==> src/rtl/odi_pkg.sv <==
`timescale 1ns/1ps
package odi_pkg;

  typedef enum logic {
    SEQ_IDLE    = 1'b0,
    SEQ_STAGGER = 1'b1
  } seq_state_e;

endpackage

==> src/rtl/odi_req_decode.sv <==
`timescale 1ns/1ps
module odi_req_decode (
  input  logic test_mode_i,
  input  logic scan_en_i,
  input  logic tclk_pulse_i,
  output logic hold_req_o,
  output logic shift_exempt_o
);

  // Any test clock, or a shift window, holds every driver off.
  assign hold_req_o     = test_mode_i & (scan_en_i | tclk_pulse_i);
  // Scan-out pins are allowed to drive only while shifting.
  assign shift_exempt_o = test_mode_i & scan_en_i;

endmodule

==> src/rtl/odi_release_seq.sv <==
`timescale 1ns/1ps
module odi_release_seq
  import odi_pkg::*;
#(
  parameter int NUM_GROUPS = 4,
  parameter int GAP_W      = 8
) (
  input  logic                  clk,
  input  logic                  rst_n,
  input  logic                  test_mode_i,
  input  logic                  hold_req_i,
  input  logic [GAP_W-1:0]      gap_i,
  output logic [NUM_GROUPS-1:0] inh_state_o
);

  localparam int IDX_W = (NUM_GROUPS > 1) ? $clog2(NUM_GROUPS) : 1;
  localparam logic [IDX_W-1:0] LAST_IDX = IDX_W'(NUM_GROUPS - 1);

  seq_state_e            st_q,  st_d;
  logic [NUM_GROUPS-1:0] inh_q, inh_d;
  logic [IDX_W-1:0]      idx_q, idx_d;
  logic [GAP_W-1:0]      cnt_q, cnt_d;
  logic                  seq_en;

  // Registers change only when something is pending or being cleared.
  always_comb begin
    if (!test_mode_i) begin
      seq_en = (st_q != SEQ_IDLE) | (|inh_q);
    end else begin
      seq_en = hold_req_i | (st_q == SEQ_STAGGER);
    end
  end

  always_comb begin
    st_d  = st_q;
    inh_d = inh_q;
    idx_d = idx_q;
    cnt_d = cnt_q;
    if (!test_mode_i) begin
      st_d  = SEQ_IDLE;
      inh_d = '0;
      idx_d = '0;
      cnt_d = '0;
    end else if (hold_req_i) begin
      // Re-arm from group 0 on every request.
      st_d  = SEQ_STAGGER;
      inh_d = '1;
      idx_d = '0;
      cnt_d = '0;
    end else if (st_q == SEQ_STAGGER) begin
      if (cnt_q == gap_i) begin
        for (int g = 0; g < NUM_GROUPS; g++) begin
          if (idx_q == IDX_W'(g)) begin
            inh_d[g] = 1'b0;
          end
        end
        cnt_d = '0;
        if (idx_q == LAST_IDX) begin
          st_d  = SEQ_IDLE;
          idx_d = '0;
        end else begin
          idx_d = idx_q + 1'b1;
        end
      end else begin
        cnt_d = cnt_q + 1'b1;
      end
    end
  end

  always_ff @(posedge clk or negedge rst_n) begin
    if (!rst_n) begin
      st_q  <= SEQ_STAGGER;
      inh_q <= '1;
      idx_q <= '0;
      cnt_q <= '0;
    end else if (seq_en) begin
      st_q  <= st_d;
      inh_q <= inh_d;
      idx_q <= idx_d;
      cnt_q <= cnt_d;
    end
  end

  assign inh_state_o = inh_q;

endmodule

==> src/rtl/odi_pin_gate.sv <==
`timescale 1ns/1ps
module odi_pin_gate #(
  parameter int NUM_PINS   = 16,
  parameter int NUM_GROUPS = 4
) (
  input  logic [NUM_GROUPS-1:0] grp_inhibit_i,
  input  logic                  shift_exempt_i,
  input  logic [NUM_PINS-1:0]   scan_out_mask_i,
  input  logic [NUM_PINS-1:0]   func_oe_i,
  output logic [NUM_PINS-1:0]   pin_oe_o
);

  localparam int PINS_PER_GRP = NUM_PINS / NUM_GROUPS;

  for (genvar p = 0; p < NUM_PINS; p++) begin : g_pin
    localparam int GIDX = p / PINS_PER_GRP;
    assign pin_oe_o[p] = (shift_exempt_i & scan_out_mask_i[p])
                       | (func_oe_i[p] & ~grp_inhibit_i[GIDX]);
  end

endmodule

==> src/rtl/odi_stagger_seq.sv <==
`timescale 1ns/1ps
module odi_stagger_seq #(
  parameter int NUM_PINS   = 16,
  parameter int NUM_GROUPS = 4,
  parameter int GAP_W      = 8
) (
  input  logic                  clk,
  input  logic                  rst_n,
  input  logic                  test_mode_i,
  input  logic                  scan_en_i,
  input  logic                  tclk_pulse_i,
  input  logic [NUM_PINS-1:0]   scan_out_mask_i,
  input  logic [NUM_PINS-1:0]   func_oe_i,
  input  logic [GAP_W-1:0]      stagger_gap_i,
  output logic [NUM_GROUPS-1:0] grp_inhibit_o,
  output logic [NUM_PINS-1:0]   pin_oe_o
);

  logic                  hold_req;
  logic                  shift_exempt;
  logic [NUM_GROUPS-1:0] inh_state;

  odi_req_decode u_req (
    .test_mode_i    (test_mode_i),
    .scan_en_i      (scan_en_i),
    .tclk_pulse_i   (tclk_pulse_i),
    .hold_req_o     (hold_req),
    .shift_exempt_o (shift_exempt)
  );

  odi_release_seq #(
    .NUM_GROUPS (NUM_GROUPS),
    .GAP_W      (GAP_W)
  ) u_seq (
    .clk         (clk),
    .rst_n       (rst_n),
    .test_mode_i (test_mode_i),
    .hold_req_i  (hold_req),
    .gap_i       (stagger_gap_i),
    .inh_state_o (inh_state)
  );

  // Assertion is immediate on request; release comes from the sequencer.
  assign grp_inhibit_o = {NUM_GROUPS{test_mode_i}}
                       & (inh_state | {NUM_GROUPS{hold_req}});

  odi_pin_gate #(
    .NUM_PINS   (NUM_PINS),
    .NUM_GROUPS (NUM_GROUPS)
  ) u_gate (
    .grp_inhibit_i   (grp_inhibit_o),
    .shift_exempt_i  (shift_exempt),
    .scan_out_mask_i (scan_out_mask_i),
    .func_oe_i       (func_oe_i),
    .pin_oe_o        (pin_oe_o)
  );

endmodule

==> config.mk <==
export PLATFORM = sky130hd
export DESIGN_NAME = odi_stagger_seq
export DESIGN_NICKNAME = d
export VERILOG_FILES = /design/src/rtl/odi_pkg.sv /design/src/rtl/odi_req_decode.sv /design/src/rtl/odi_release_seq.sv /design/src/rtl/odi_pin_gate.sv /design/src/rtl/odi_stagger_seq.sv
export SDC_FILE = /design/constraint.sdc
export NUM_CORES = 1
export LEC_CHECK = 0
export BUFFER_PORTS_ARGS = -buffer_cell sky130_fd_sc_hd__buf_2
export CAP_MARGIN = 40
export CORE_ASPECT_RATIO = 1.75
export CORE_MARGIN = 3
export CORE_UTILIZATION = 39
export DETAILED_ROUTE_END_ITERATION = 12
export PLACE_DENSITY_LB_ADDON = 0.15
export SLEW_MARGIN = 5
export SYNTH_ARGS = -nofsm -noshare
export SYNTH_HDL_FRONTEND = slang
export SYNTH_SLANG_ARGS = --single-unit
export TNS_END_PERCENT = 1
==> constraint.sdc <==
create_clock -name clk -period 1.4 [get_ports clk]
set_clock_uncertainty 0.1 [all_clocks]
set_input_delay 0.07 -clock clk [delete_from_list [all_inputs] [get_ports clk]]
set_output_delay 0.07 -clock clk [all_outputs]
set_load 0.01 [all_outputs]
# Word-level counts from Yosys, hierarchy flattened
# Index checks and enable logic that the tools add are counted.
[op_classes]
add_sub_neg = 2
eq_ne = 10
mux = 23
bitwise_logic = 59
reduce_logical = 8
[op_table]
columns = ["op", "count"]
rows = [
  ["1-bit AND", 34],
  ["8-bit 2-to-1 mux", 4],
  ["1-bit bitwise OR", 19],
  ["3-bit by 1-bit inequality test with 1-bit output, second input constant", 6],
  ["4-bit 2-to-1 mux", 4],
  ["4-bit AND reduction", 4],
  ["1-bit 2-to-1 mux", 10],
  ["2-bit 2-to-1 mux", 5],
  ["8-bit by 1-bit adder with 8-bit output, second input constant", 1],
  ["8-bit == test", 1],
  ["4-bit AND", 1],
  ["2-bit == test, second input constant", 2],
  ["1-bit inverter", 4],
  ["4-bit bitwise OR", 1],
  ["4-bit OR reduction", 1],
  ["3-bit AND reduction", 1],
  ["2-bit by 1-bit adder with 2-bit output, second input constant", 1],
  ["2-bit by 1-bit == test with 1-bit output, second input constant", 1],
  ["2-bit logical NOT", 1],
  ["2-bit AND reduction", 1],
]
[totals]
reg_bits = 15
inputBits = 45

# Depth between registers and ports, before layout
[logic_depth]
depth_word = 7
depth_mapped = 7
ltp_nobuf = 5

# Modules after synthesis
# Synthesis repeated with hierarchy kept, for this count alone.
[unflattened]
cells_unflattened = 153
hier_area_um2 = 1223.7
[modules_own_cells]
columns = ["module", "instances", "cells_each", "area_per_inst_um2", "seq_area_each_um2"]
rows = [
  ["odi_release_seq", 1, 97, 948.4, 381.6],
  ["odi_pin_gate", 1, 50, 231.5, 0.0],
  ["odi_stagger_seq", 1, 4, 30.0, 0.0],
  ["odi_req_decode", 1, 2, 13.8, 0.0],
]

# Worst setup path after synthesis
# OpenSTA, ideal clock, no wires.
[synth_timing]
path_kind = "reg2reg"
from = "register u_seq.cnt_q[2]"
to = "register u_seq.cnt_q[5]"
setup_time_ns = 0.138
t_arrival_ns = 1.287
required_time_ns = 1.162
setup_slack_ns = -0.125
path_stages_with_launch = 8
period_less_slack_ns = 1.525
cell_sequence = "dfrtp_1 > buf_2 > xnor2_1 > nand4_1 > o21ba_2 > buf_6 > nand2b_4 > o311ai_2"
[synth_between]
elab_chain_cells = 5
elab_cells_between_ends = 6
classes_between = "add/sub (1); eq/ne (1); mux (4)"
[synth_rtl]
columns = ["item", "line", "text"]
rows = [
  ["start: declaration", "odi_release_seq.sv:22", "logic [GAP_W-1:0] cnt_q, cnt_d;"],
  ["start signal: assignment", "odi_release_seq.sv:80", "cnt_q <= cnt_d;"],
  ["8-bit by 1-bit adder with 8-bit output / 8-bit == test (equally long branches)", "odi_release_seq.sv:65, odi_release_seq.sv:51", ""],
  ["8-bit 2-to-1 mux (*)", "odi_release_seq.sv:51", "if (cnt_q == gap_i) begin"],
  ["8-bit 2-to-1 mux (*)", "odi_release_seq.sv:50", "end else if (st_q == SEQ_STAGGER) begin"],
  ["8-bit 2-to-1 mux (*)", "odi_release_seq.sv:44", "end else if (hold_req_i) begin"],
  ["8-bit 2-to-1 mux (*)", "odi_release_seq.sv:39", "if (!test_mode_i) begin"],
]
# Every way passes the cells marked *; elsewhere a longest branch is shown, timed or not. The select of a mux whose other input is x is not followed.
# A chain may end at the register's enable or synchronous reset.

# Worst setup path after layout
[layout_timing]
from = "register u_seq.cnt_q[5]"
to = "register u_seq.cnt_q[2]"
[layout_between]
elab_chain_cells = 5
[layout_rtl]
columns = ["item", "line"]
rows = [
  ["8-bit == test", "odi_release_seq.sv:51"],
  ["8-bit 2-to-1 mux", "odi_release_seq.sv:51"],
  ["8-bit 2-to-1 mux", "odi_release_seq.sv:50"],
  ["8-bit 2-to-1 mux", "odi_release_seq.sv:44"],
  ["8-bit 2-to-1 mux", "odi_release_seq.sv:39"],
]
# Every way passes these cells. The select of a mux whose other input is x is not followed.

==> out/qor.yml <==
outcome:
  status: "finished with violations"
  violations: "negative setup slack"
floorplanning:
  rows: 25
  die_width_um: 46.5
  dieArea_mm2: 0.00358
  core_area_mm2: 0.00272
  die_h_um: 76.9
  ios: 65
  initial_utilization_pct: 41.1
clock_tree:
  cts_sinks: 15
  cts_tree: "done"
  path_clk_slew_ns: 0.06
  cts-root-buf: "clkbuf_8"
  clk_latency_ns: 0.25
  htree_num_levels: 1
  cts_buffers: 3
  clock_path_buffers: 2
drt:
  drt_wl_total_um: 3390
  drtAntennaViolNets: 0
  drc: 0
  first_pass_iters: 4
  routedWlPerCell_um: 14.3
  drt_iter0_drc: 23
  vias: 1284
  viasPerCell: 5.44
sta:
  worst_slack_ns: -0.225
  fmax_mhz: 615
  hold_violations: 0
  fin_crit_sh_pct: 116
  finalCriticalPeriod_ns: 1.62
  tns_ns: -3.59
  tightest_slew_ns: 0.340
  relSlewSlack_pct: 77.3
  setup_viol: 28
  finalMaxSlewViolations: 0
  rsz0062_at_grt: "true"
setup_path:
  end_kind: "flop"
  rrSetupSlack_ns: -0.22
  cp.required_ns: 1.43
  critPathLaunchType: "flop"
  worstPathArrival_ns: 1.65
  ff2ff_path_depth: 5
  worstReg2RegEnd: "u_seq.cnt_q[2]$_DFFE_PN0P_"
  critPathLaunch: "u_seq.cnt_q[5]$_DFFE_PN0P_"
  path_class: "flop to flop"
  rr_startpoint: "u_seq.cnt_q[5]$_DFFE_PN0P_"
  cp_max_fo: 7
finish:
  area_growth_pct: 59.9
  drive_above_1_share_pct: 58.4
  diodes: 0
  layout.nets: 260
yosys:
  synth.ff_latch_count: 15
  synth_top_flop_cell: "dfrtp_1"
  synth-seq-area-share_pct: 34.1
  syn_area_per_cell_um2: 9.10
  synthCells: 123
  ys_warn_count: 0
  async_reset_ff_share_pct: 100
  syn-num-nets: 173
  syn_area_mm2: 0.00112
  synth_edf_count: 0
  ys_types: 28
grt:
  antenna_found_initial: 0
  grt_pass1_vias: 1246
  track_usage_pct: 19.0
  grt_pass1_wl_um: 5090
  overflow: 0
  grt_start_max_net_pins: 16
min_path:
  hold_depth: 4
  min_to: "u_seq.inh_state_o[2]$_DFFE_PN1P_"
  hold_class: "input pin to flop"
  min_from: "test_mode_i"
place:
  numPortBuffers: 64
  gp_congestion: 0.763
  pre_cts_slack_ns: -0.182
  hpwl_um: 2720
power:
  power_density_mw_per_mm2: 646
  ir_drop_uv: 518
  power_leakage_nw: 0.884
flow_run:
  drv_cap: 0
## cell type report
cell class / instances / area [µm²]
flip-flops and latches: 15 / 382
fillers: 242 / 931
repair buffers: 89 / 528
inverters: 9 / 33.8
multi-input cells: 92 / 768
clock buffers: 4 / 45.0
well taps: 27 / 33.8
## synthesized netlist by cell type (3+ instances only)
cell	instances	area share, %
o21ai_0	9	4.0
dfstp_2	5	12
inv_1	9	3.0
a22o_1	16	13
nand3_1	10	4.5
nand4_1	3	1.7
xnor2_1	8	6.3
nand2_1	12	4.0
dfrtp_1	10	22
ha_1	5	5.6
o311ai_2	5	7.3
buf_2	5	2.2
nor2_1	3	1.0
and3_1	3	1.7
a21oi_1	6	2.7
## power by group
group / leakage (nW) / internal (mW) / total, mW / switching [mW]
Sequential: 0.192 / 0.455 / 0.467 / 0.0118
Clock: 0.0228 / 0.202 / 0.360 / 0.158
Combinational: 0.669 / 0.179 / 0.330 / 0.151
Total: 0.884 / 0.836 / 1.16 / 0.320
## flip-flops by register name, summed over array words and instances (netlist names)
name / flops
u_seq.cnt_q: 8
u_seq.st_q: 1
u_seq.idx_q: 2
u_seq.inh_state_o: 4
## cell usage in the layout, fill, tap and decap left out, drive strengths merged
cell type	count
a31oi	1
o31ai	1
dfrtp	10
xnor2	8
o22ai	1
a22o	16
ha	5
buf	88
and3	4
clkbuf	4
dlygate4sd3	1
a21oi	6
or2	1
nand3	10
nand2	12
dfstp	5
o41ai	1
a221o	1
nor2	3
inv	9
nand4	3
and2	1
nor3	1
nand2b	1
o21ai	9
o21ba	2
o311ai	5
## metrics by stage
stage | total power, mW | util (%) | hold WS (ns) | instance area (µm²) | instances
2_1_floorplan | 0.608 | - | -0.326 | 1160 | 123
3_3_place_gp | 0.769 | 59.2 | -0.106 | 1610 | 227
3_5_place_dp | 0.774 | 59.2 | -0.109 | 1610 | 227
4_1_cts | 1.15 | 63.3 | 0.0851 | 1720 | 233
5_1_grt | 1.21 | 65.8 | 0.116 | 1790 | 236
6_report | 1.16 | 65.8 | 0.0932 | 1790 | 236
## critical path, cell delays in order (launching register included)
cell,delay (ns)
dfrtp_1,0.40
xnor2_1,0.15
nand4_1,0.27
o21ba_4,0.34
nand2b_4,0.13
o311ai_2,0.09
## cells by family (layout without fill, tap and decap cells)
family          after synthesis  in the layout  share of synthesized area, %
compound gates               42             43                          30.8
simple gates                 36             36                          16.3
buf+inv                      17            102                          6.93
flops                        15             15                          34.1
xor+xnor                      8              8                          6.26
fa+ha+maj                     5              5                          5.59
## metal layers
metal  track usage, %  share of wire, %  vias up
li1                 -                 -      629
met1             16.1                32      586
met2             37.4                57       64
met3             3.29               9.6        5
met4             8.55               1.6        0
met5                0                 0        -
## timing repair
action                                  CTS  global route
resized for setup                        17             8
setup buffers                             2             2
hold buffers                              1             0
cloned                                    0             1
endpoints found under the setup margin   31            31
pin swaps                                14             9
endpoints found under the hold margin    15             0
## worst max-delay path by stage
stage | end | slack (ns) | depth (start not counted)
2_1_floorplan | u_seq.cnt_q[5]$_DFFE_PN0P_ | -0.07 | 7
3_3_place_gp | u_seq.idx_q[0]$_DFFE_PN0P_ | -0.24 | 5
3_5_place_dp | u_seq.idx_q[0]$_DFFE_PN0P_ | -0.18 | 5
4_1_cts | u_seq.idx_q[0]$_DFFE_PN0P_ | -0.13 | 5
5_1_grt | u_seq.cnt_q[4]$_DFFE_PN0P_ | -0.30 | 5
6_report | u_seq.cnt_q[2]$_DFFE_PN0P_ | -0.22 | 5
No activity file was read; power rests on OpenSTA's default activity.
